==> src/rtl/mbox_pkg.sv <==
package mbox_pkg;

  localparam int MSG_WORDS = 5;
  localparam int IDX_W     = $clog2(MSG_WORDS);

  localparam int F_HDR  = 0;
  localparam int F_CMD  = 1;
  localparam int F_ARGC = 2;
  localparam int F_ARG0 = 3;
  localparam int F_SUM  = 4;

  localparam int OFF_CTRL = 'h000;
  localparam int OFF_DB   = 'h010;
  localparam int OFF_STAT = 'h014;
  localparam int OFF_RAM  = 'h100;

  typedef logic [31:0] word_t;
  typedef logic [MSG_WORDS-1:0][31:0] msg_t;

  localparam word_t HDR_CMD      = 32'd1;
  localparam word_t HDR_RSP      = 32'd2;
  localparam word_t ST_OK        = 32'h0000_0001;
  localparam word_t ST_BAD_HDR   = 32'h8000_0001;
  localparam word_t ST_UNKNOWN   = 32'h8000_0002;
  localparam word_t ST_BAD_SUM   = 32'h8000_0004;
  localparam word_t ST_MALFORMED = 32'h8000_0008;

  typedef enum logic [1:0] {OP_INFO, OP_REFRESH, OP_VENDOR, OP_NONE} op_e;
  typedef enum logic [1:0] {S_IDLE, S_EVAL, S_WRITE, S_POST} state_e;

  function automatic word_t msg_sum(msg_t m);
    word_t s;
    s = '0;
    for (int i = 0; i < MSG_WORDS - 1; i++) s = s + m[i];
    return s;
  endfunction

  function automatic op_e decode_op(msg_t m);
    if (m[F_CMD] == 32'd1 && m[F_ARG0] == 32'd1) return OP_INFO;
    if (m[F_CMD] == 32'd2 && m[F_ARG0] == 32'd1) return OP_REFRESH;
    if (m[F_CMD] == 32'd2 && m[F_ARG0] == 32'd2) return OP_VENDOR;
    return OP_NONE;
  endfunction

  function automatic word_t judge(msg_t m);
    if (m[F_HDR] != HDR_CMD)        return ST_BAD_HDR;
    if (m[F_SUM] != msg_sum(m))     return ST_BAD_SUM;
    if (m[F_ARGC] != 32'd1)         return ST_MALFORMED;
    if (decode_op(m) == OP_NONE)    return ST_UNKNOWN;
    return ST_OK;
  endfunction

  function automatic logic space_bad(word_t p);
    return p[31:28] > 4'd1;
  endfunction

  function automatic msg_t build_rsp(word_t cmd, word_t arg0);
    msg_t m;
    m = '0;
    m[F_HDR]  = HDR_RSP;
    m[F_CMD]  = cmd;
    m[F_ARGC] = 32'd1;
    m[F_ARG0] = arg0;
    m[F_SUM]  = msg_sum(m);
    return m;
  endfunction

endpackage

==> src/rtl/mbox_regfile.sv <==
module mbox_regfile
  import mbox_pkg::*;
#(
  parameter int AW = 12
) (
  input  logic             clk,
  input  logic             rst_n,
  input  logic             host_we,
  input  logic             host_re,
  input  logic [AW-1:0]    host_addr,
  input  word_t            host_wdata,
  output word_t            host_rdata,
  output logic             host_rvalid,
  input  logic             busy,
  input  logic             db_clr,
  input  logic             eng_we,
  input  logic [IDX_W-1:0] eng_idx,
  input  word_t            eng_wdata,
  input  logic             stat_we,
  input  word_t            stat_wdata,
  output logic             run,
  output word_t            doorbell,
  output word_t            status,
  output msg_t             ram,
  output logic             host_db_wr,
  output logic             host_stat_wr,
  output logic             host_ram_wr
);

  localparam logic [AW-1:0] A_CTRL = AW'(OFF_CTRL);
  localparam logic [AW-1:0] A_DB   = AW'(OFF_DB);
  localparam logic [AW-1:0] A_STAT = AW'(OFF_STAT);
  localparam logic [AW-1:0] A_RAM  = AW'(OFF_RAM);
  localparam logic [AW-1:0] RAM_SPAN = AW'(4 * MSG_WORDS);

  logic             hold_q, gate_q;
  word_t            db_q, stat_q, rdata_q, rd_next;
  logic             rvalid_q;
  word_t            ram_q [MSG_WORDS];
  logic [AW-1:0]    ram_off;
  logic             ram_hit;
  logic [IDX_W-1:0] ram_idx;
  logic             host_ctrl_wr;

  assign ram_off      = host_addr - A_RAM;
  assign ram_hit      = (host_addr >= A_RAM) && (ram_off < RAM_SPAN) && (ram_off[1:0] == 2'b00);
  assign ram_idx      = ram_off[IDX_W+1:2];
  assign host_ctrl_wr = host_we && (host_addr == A_CTRL);
  assign host_db_wr   = host_we && (host_addr == A_DB);
  assign host_stat_wr = host_we && (host_addr == A_STAT);
  assign host_ram_wr  = host_we && ram_hit;

  assign run      = !hold_q && !gate_q;
  assign doorbell = db_q;
  assign status   = stat_q;

  always_ff @(posedge clk or negedge rst_n) begin
    if (!rst_n) begin
      hold_q <= 1'b1;
      gate_q <= 1'b1;
    end else if (host_ctrl_wr) begin
      hold_q <= host_wdata[0];
      gate_q <= host_wdata[2];
    end
  end

  // Host doorbell write takes precedence over the responder's clear.
  always_ff @(posedge clk or negedge rst_n) begin
    if (!rst_n)          db_q <= '0;
    else if (host_db_wr) db_q <= host_wdata;
    else if (db_clr)     db_q <= '0;
  end

  // Responder post takes precedence over a host acknowledge.
  always_ff @(posedge clk or negedge rst_n) begin
    if (!rst_n)            stat_q <= '0;
    else if (stat_we)      stat_q <= stat_wdata;
    else if (host_stat_wr) stat_q <= '0;
  end

  for (genvar g = 0; g < MSG_WORDS; g++) begin : g_word
    always_ff @(posedge clk or negedge rst_n) begin
      if (!rst_n)
        ram_q[g] <= '0;
      else if (eng_we && eng_idx == IDX_W'(g))
        ram_q[g] <= eng_wdata;
      else if (host_ram_wr && !busy && ram_idx == IDX_W'(g))
        ram_q[g] <= host_wdata;
    end
    assign ram[g] = ram_q[g];
  end

  always_comb begin
    rd_next = '0;
    if (host_addr == A_CTRL)      rd_next = {29'b0, gate_q, 1'b0, hold_q};
    else if (host_addr == A_DB)   rd_next = db_q;
    else if (host_addr == A_STAT) rd_next = stat_q;
    else if (ram_hit)             rd_next = ram_q[ram_idx];
  end

  always_ff @(posedge clk or negedge rst_n) begin
    if (!rst_n) begin
      rdata_q  <= '0;
      rvalid_q <= 1'b0;
    end else begin
      rvalid_q <= host_re;
      if (host_re) rdata_q <= rd_next;
    end
  end

  assign host_rdata  = rdata_q;
  assign host_rvalid = rvalid_q;

endmodule

==> src/rtl/mbox_engine.sv <==
module mbox_engine
  import mbox_pkg::*;
(
  input  logic             clk,
  input  logic             rst_n,
  input  logic             run,
  input  word_t            doorbell,
  input  msg_t             ram,
  input  word_t            info_word,
  input  word_t            refresh_ptr,
  input  word_t            vendor_ptr,
  output logic             take,
  output logic             busy,
  output logic             eng_we,
  output logic [IDX_W-1:0] eng_idx,
  output word_t            eng_wdata,
  output logic             stat_we,
  output word_t            stat_wdata,
  output logic             ptr_fault
);

  state_e           st_q;
  msg_t             req_q, rsp_q;
  word_t            code_q, code_n, arg0_n;
  logic             fault_q, ptr_fault_q;
  logic [IDX_W-1:0] idx_q;
  op_e              op;

  always_comb begin
    op     = decode_op(req_q);
    code_n = judge(req_q);
    case (op)
      OP_INFO:    arg0_n = info_word;
      OP_REFRESH: arg0_n = refresh_ptr;
      OP_VENDOR:  arg0_n = vendor_ptr;
      default:    arg0_n = '0;
    endcase
    if (code_n != ST_OK) arg0_n = '0;
  end

  assign take       = (st_q == S_IDLE) && run && (doorbell != '0);
  assign busy       = take || (st_q != S_IDLE);
  assign eng_we     = (st_q == S_WRITE) && run;
  assign eng_idx    = idx_q;
  assign eng_wdata  = rsp_q[idx_q];
  assign stat_we    = (st_q == S_POST) && run;
  assign stat_wdata = code_q;
  assign ptr_fault  = ptr_fault_q;

  always_ff @(posedge clk or negedge rst_n) begin
    if (!rst_n) begin
      st_q        <= S_IDLE;
      req_q       <= '0;
      rsp_q       <= '0;
      code_q      <= '0;
      fault_q     <= 1'b0;
      ptr_fault_q <= 1'b0;
      idx_q       <= '0;
    end else begin
      ptr_fault_q <= stat_we && fault_q;
      if (!run && st_q != S_IDLE) begin
        st_q <= S_IDLE;
      end else begin
        case (st_q)
          S_IDLE: if (take) begin
            req_q <= ram;
            st_q  <= S_EVAL;
          end
          S_EVAL: begin
            rsp_q   <= build_rsp(req_q[F_CMD], arg0_n);
            code_q  <= code_n;
            fault_q <= (code_n == ST_OK) && (op != OP_INFO) && space_bad(arg0_n);
            idx_q   <= '0;
            st_q    <= S_WRITE;
          end
          S_WRITE: begin
            idx_q <= idx_q + 1'b1;
            if (idx_q == IDX_W'(MSG_WORDS - 1)) st_q <= S_POST;
          end
          default: st_q <= S_IDLE;
        endcase
      end
    end
  end

endmodule

==> src/rtl/mbox_responder.sv <==
module mbox_responder
  import mbox_pkg::*;
#(
  parameter int AW = 12
) (
  input  logic          clk,
  input  logic          rst_n,
  input  logic          bus_valid,
  input  logic          bus_write,
  input  logic [AW-1:0] bus_addr,
  input  logic [31:0]   bus_wdata,
  output logic [31:0]   bus_rdata,
  output logic          bus_rvalid,
  input  logic [31:0]   info_word,
  input  logic [31:0]   refresh_ptr,
  input  logic [31:0]   vendor_ptr,
  output logic          ptr_fault
);

  logic             run, busy, take;
  logic             eng_we, stat_we;
  logic [IDX_W-1:0] eng_idx;
  word_t            eng_wdata, stat_wdata, doorbell, status;
  msg_t             ram;
  logic             host_db_wr, host_stat_wr, host_ram_wr;

  mbox_regfile #(.AW(AW)) u_regs (
    .clk          (clk),
    .rst_n        (rst_n),
    .host_we      (bus_valid && bus_write),
    .host_re      (bus_valid && !bus_write),
    .host_addr    (bus_addr),
    .host_wdata   (bus_wdata),
    .host_rdata   (bus_rdata),
    .host_rvalid  (bus_rvalid),
    .busy         (busy),
    .db_clr       (take),
    .eng_we       (eng_we),
    .eng_idx      (eng_idx),
    .eng_wdata    (eng_wdata),
    .stat_we      (stat_we),
    .stat_wdata   (stat_wdata),
    .run          (run),
    .doorbell     (doorbell),
    .status       (status),
    .ram          (ram),
    .host_db_wr   (host_db_wr),
    .host_stat_wr (host_stat_wr),
    .host_ram_wr  (host_ram_wr)
  );

  mbox_engine u_eng (
    .clk         (clk),
    .rst_n       (rst_n),
    .run         (run),
    .doorbell    (doorbell),
    .ram         (ram),
    .info_word   (info_word),
    .refresh_ptr (refresh_ptr),
    .vendor_ptr  (vendor_ptr),
    .take        (take),
    .busy        (busy),
    .eng_we      (eng_we),
    .eng_idx     (eng_idx),
    .eng_wdata   (eng_wdata),
    .stat_we     (stat_we),
    .stat_wdata  (stat_wdata),
    .ptr_fault   (ptr_fault)
  );

endmodule

==> config.mk <==
export PLATFORM = sky130hd
export DESIGN_NAME = mbox_responder
export DESIGN_NICKNAME = d
export VERILOG_FILES = /design/src/rtl/mbox_pkg.sv /design/src/rtl/mbox_regfile.sv /design/src/rtl/mbox_engine.sv /design/src/rtl/mbox_responder.sv
export SDC_FILE = /design/constraint.sdc
export NUM_CORES = 1
export LEC_CHECK = 0
export BUFFER_PORTS_ARGS = -buffer_cell sky130_fd_sc_hd__buf_4
export CAP_MARGIN = 20
export CORE_MARGIN = 1.5
export CORE_UTILIZATION = 59
export DETAILED_ROUTE_END_ITERATION = 16
export PLACE_DENSITY = 0.77
export SLEW_MARGIN = 25
export SYNTH_ARGS = -nofsm -noshare
export SYNTH_HDL_FRONTEND = slang
export SYNTH_SLANG_ARGS = --single-unit
==> constraint.sdc <==
create_clock -name clk -period 9.1 [get_ports clk]
set_clock_uncertainty 0.1 [all_clocks]
set_input_delay 1.365 -clock clk [delete_from_list [all_inputs] [get_ports clk]]
set_output_delay 1.365 -clock clk [all_outputs]
set_load 0.01 [all_outputs]
==> impl_metrics.tcl <==
set metrics [dict create \
    dr_total_vias 24000 \
    period_needed_ps 8640 \
    ys.flop_type "dfrtp_1" \
    routed_via_density 6.64 \
    critical_path_class "flop to flop" \
    synthArstFlopShare_pct 100 \
    rsz0062_at_grt "no" \
    antenna_left 0 \
    die_h_um 222 \
    rr_startpoint "u_eng.req_q[37]$_DFFE_PN0P_" \
    cp-startpoint "u_eng.req_q[37]$_DFFE_PN0P_" \
    fin_cells 3612 \
    cts_buffer_depth 3 \
    numCtsBuffers 53 \
    setup_viol 0 \
    path_clk_slew_ps 60 \
    fp.dieW_um 222 \
    cts_tree "built" \
    synth_area_per_cell_um2 10.0 \
    htreeDepth 2 \
    rows 80 \
    slew_headroom_pct 27.6 \
    post_cts_buffers 0 \
    grt_overflow 0 \
    synth_cell_types 68 \
    yosys-top-cells-area "dfrtp_1 (44%), mux2_2 (8.4%), nand2_1 (5.2%)" \
    synth_commonest_cells "dfrtp_1 (499), nand2_1 (390), o21ai_0 (287), a21oi_1 (215), mux2_2 (212)" \
    hold_class "flop to flop" \
    grt_max_degree 139 \
    cp-end-kind "flop" \
    core_um2 47600 \
    syn_nets 3149 \
    cap_violations 0 \
    final-max-slew-violation-count 0 \
    gp_congestion 1.05 \
    critPathMaxFanout 30 \
    finalHoldViolations 0 \
    insertion_delay_ps 620 \
    yosysWarningCount 0 \
    peakVddDrop_mv 0.230 \
    leakage_nw 15.6 \
    io_buffers 177 \
    dr.pass1.iters 6 \
    nNetsFinal 3262 \
    dp_cells 3513 \
    worst_slew_pin_slew_ps 1080 \
    cp-start-kind "flop" \
    start_util_pct 59.6 \
    cts_resized 0 \
    yosys.area.top_type "dfrtp_1" \
    synth_edf_count 0 \
    cts_hold_buf 0 \
    worstPathArrival_ps 8990 \
    yosysMostFrequentCell "dfrtp_1" \
    dp_hpwl_mm 68.2 \
    clockRootBuffer "clkbuf_16" \
    grt.total_usage_pct 38.7 \
    dieArea_um2 49500 \
    period_share_pct 95.0 \
    drive_gt1_share_pct 19.4 \
    grt_pass1_vias 23700 \
    finalWirelength_mm 95.5 \
    wl_per_cell_um 26.4 \
    synth_top_area_share_pct 44.0 \
    antenna_found_initial 2 \
    power_density_nw_per_um2 253 \
    worstPathRequired_ps 9450 \
    syn_area_um2 28400 \
    hp-start "u_eng.rsp_q[36]$_DFFE_PN0P_" \
    antenna_cells 0 \
    setup_tns_ps 0 \
    clock-sinks 501 \
    drc 0 \
    netlist_instances 2840 \
    drt_iter0_drc 2973 \
    status "finished clean" \
    area_delta_synth_final_pct 13.3 \
    max_freq_mhz 116 \
    seq_area_frac_synth_pct 44.1 \
    grt_first_pass_wirelength_mm 144 \
    synth-seq-cells 501 \
    io-pin-count 178 \
]
## through the flow
step	setup WS [ps]	power, mW	util, %	instance area, um^2	hold WS (ps)
floorplan	1400	4.81	-	28400	339
finish	458	8.14	67.5	32200	372
global placement	546	5.74	63.8	30400	354
global route	129	8.48	67.5	32200	402
CTS	444	8.06	67.5	32100	376
detailed placement	475	5.84	63.8	30400	361
## cell families after synthesis
group	count (synthesis)	share of synthesized area [%]
muxes	354	14.0
adders and majority gates	165	8.93
xor gates and xnor gates	77	2.37
buffers and inverters	219	2.99
AOI/OAI and AO/OA	734	15.4
and+or+nand+nor	790	12.2
DFF	501	44.1
## worst max-delay path, cell delays in order (launching register included)
cell,delay [ps]
dfrtp_1,710
fa_1,540
fa_1,440
ha_1,390
nand3_1,120
o22ai_1,370
a211oi_2,180
o41ai_1,370
a32oi_1,170
nor4_1,350
o2111ai_1,180
or4_1,610
buf_4,340
nor4_2,420
ha_1,300
ha_1,320
o21a_1,210
o21ai_0,290
a21oi_1,100
a2111o_1,490
a21oi_1,320
o31ai_1,140
a31oi_1,380
a2bb2oi_1,260
o21ai_0,130
xnor2_1,140
o21ai_0,90
## state kept, by name (all words and copies together), names as in the netlist
name                flops
u_eng.req_q           160
u_regs.ram            160
u_eng.rsp_q            97
u_regs.doorbell        32
u_regs.host_rdata      32
u_eng.stat_wdata        5
u_regs.status           5
u_eng.eng_idx           3
u_eng.st_q              2
u_eng.fault_q           1
u_eng.ptr_fault         1
u_regs.gate_q           1
u_regs.hold_q           1
u_regs.host_rvalid      1
## placed cells by master, fill, tap and decap left out, drive strengths merged, types with 16 or more instances in the layout
cell type,count
a211oi,17
a21o,26
a21oi,215
a222oi,30
a22o,37
a22oi,35
a31oi,18
buf,230
clkbuf,76
clkinv,16
dfrtp,499
fa,63
ha,102
inv,49
mux2,212
mux2i,129
nand2,390
nand3,21
nand4,22
nor2,202
nor3,17
nor4,71
o21ai,290
xnor2,51
xor2,26
## power breakdown
group	internal [mW]	leakage [nW]	switching (mW)	total [mW]
Combinational	1.01	8.04	1.76	2.77
Clock	1.28	0.883	0.938	2.22
Sequential	2.69	6.72	0.462	3.15
## layer usage
metal  up-vias  wire (um)  GRT usage, %
li1      10500          -             -
met1     11800      38300          53.5
met2      1471      41000          56.3
met3       225      12800          13.4
met4         0       3470          14.6
met5         -          0             0
## final timing paths
check,slack (ps),cells past startpoint,to
min reg2reg,370,2,u_eng.rsp_q[36]$_DFFE_PN0P_
max,460,26,u_eng.rsp_q[158]$_DFFE_PN0P_
max reg2reg,460,26,u_eng.rsp_q[158]$_DFFE_PN0P_
max in group asynchronous,6900,2,u_eng.req_q[140]$_DFFE_PN0P_
min in group asynchronous,630,1,u_eng.rsp_q[132]$_DFFE_PN0P_
min,370,2,u_eng.rsp_q[36]$_DFFE_PN0P_
## cell type report
cell class | instances | area, um^2
Fill cell | 3713 | 15500
Multi-Input combinational cell | 2120 | 15200
Sequential cell | 501 | 12500
Timing Repair Buffer | 230 | 1760
Clock buffer | 76 | 1570
Tap cell | 615 | 769
Clock inverter | 23 | 206
Inverter | 47 | 176
Note: power is estimated with default switching activity, not from simulation.
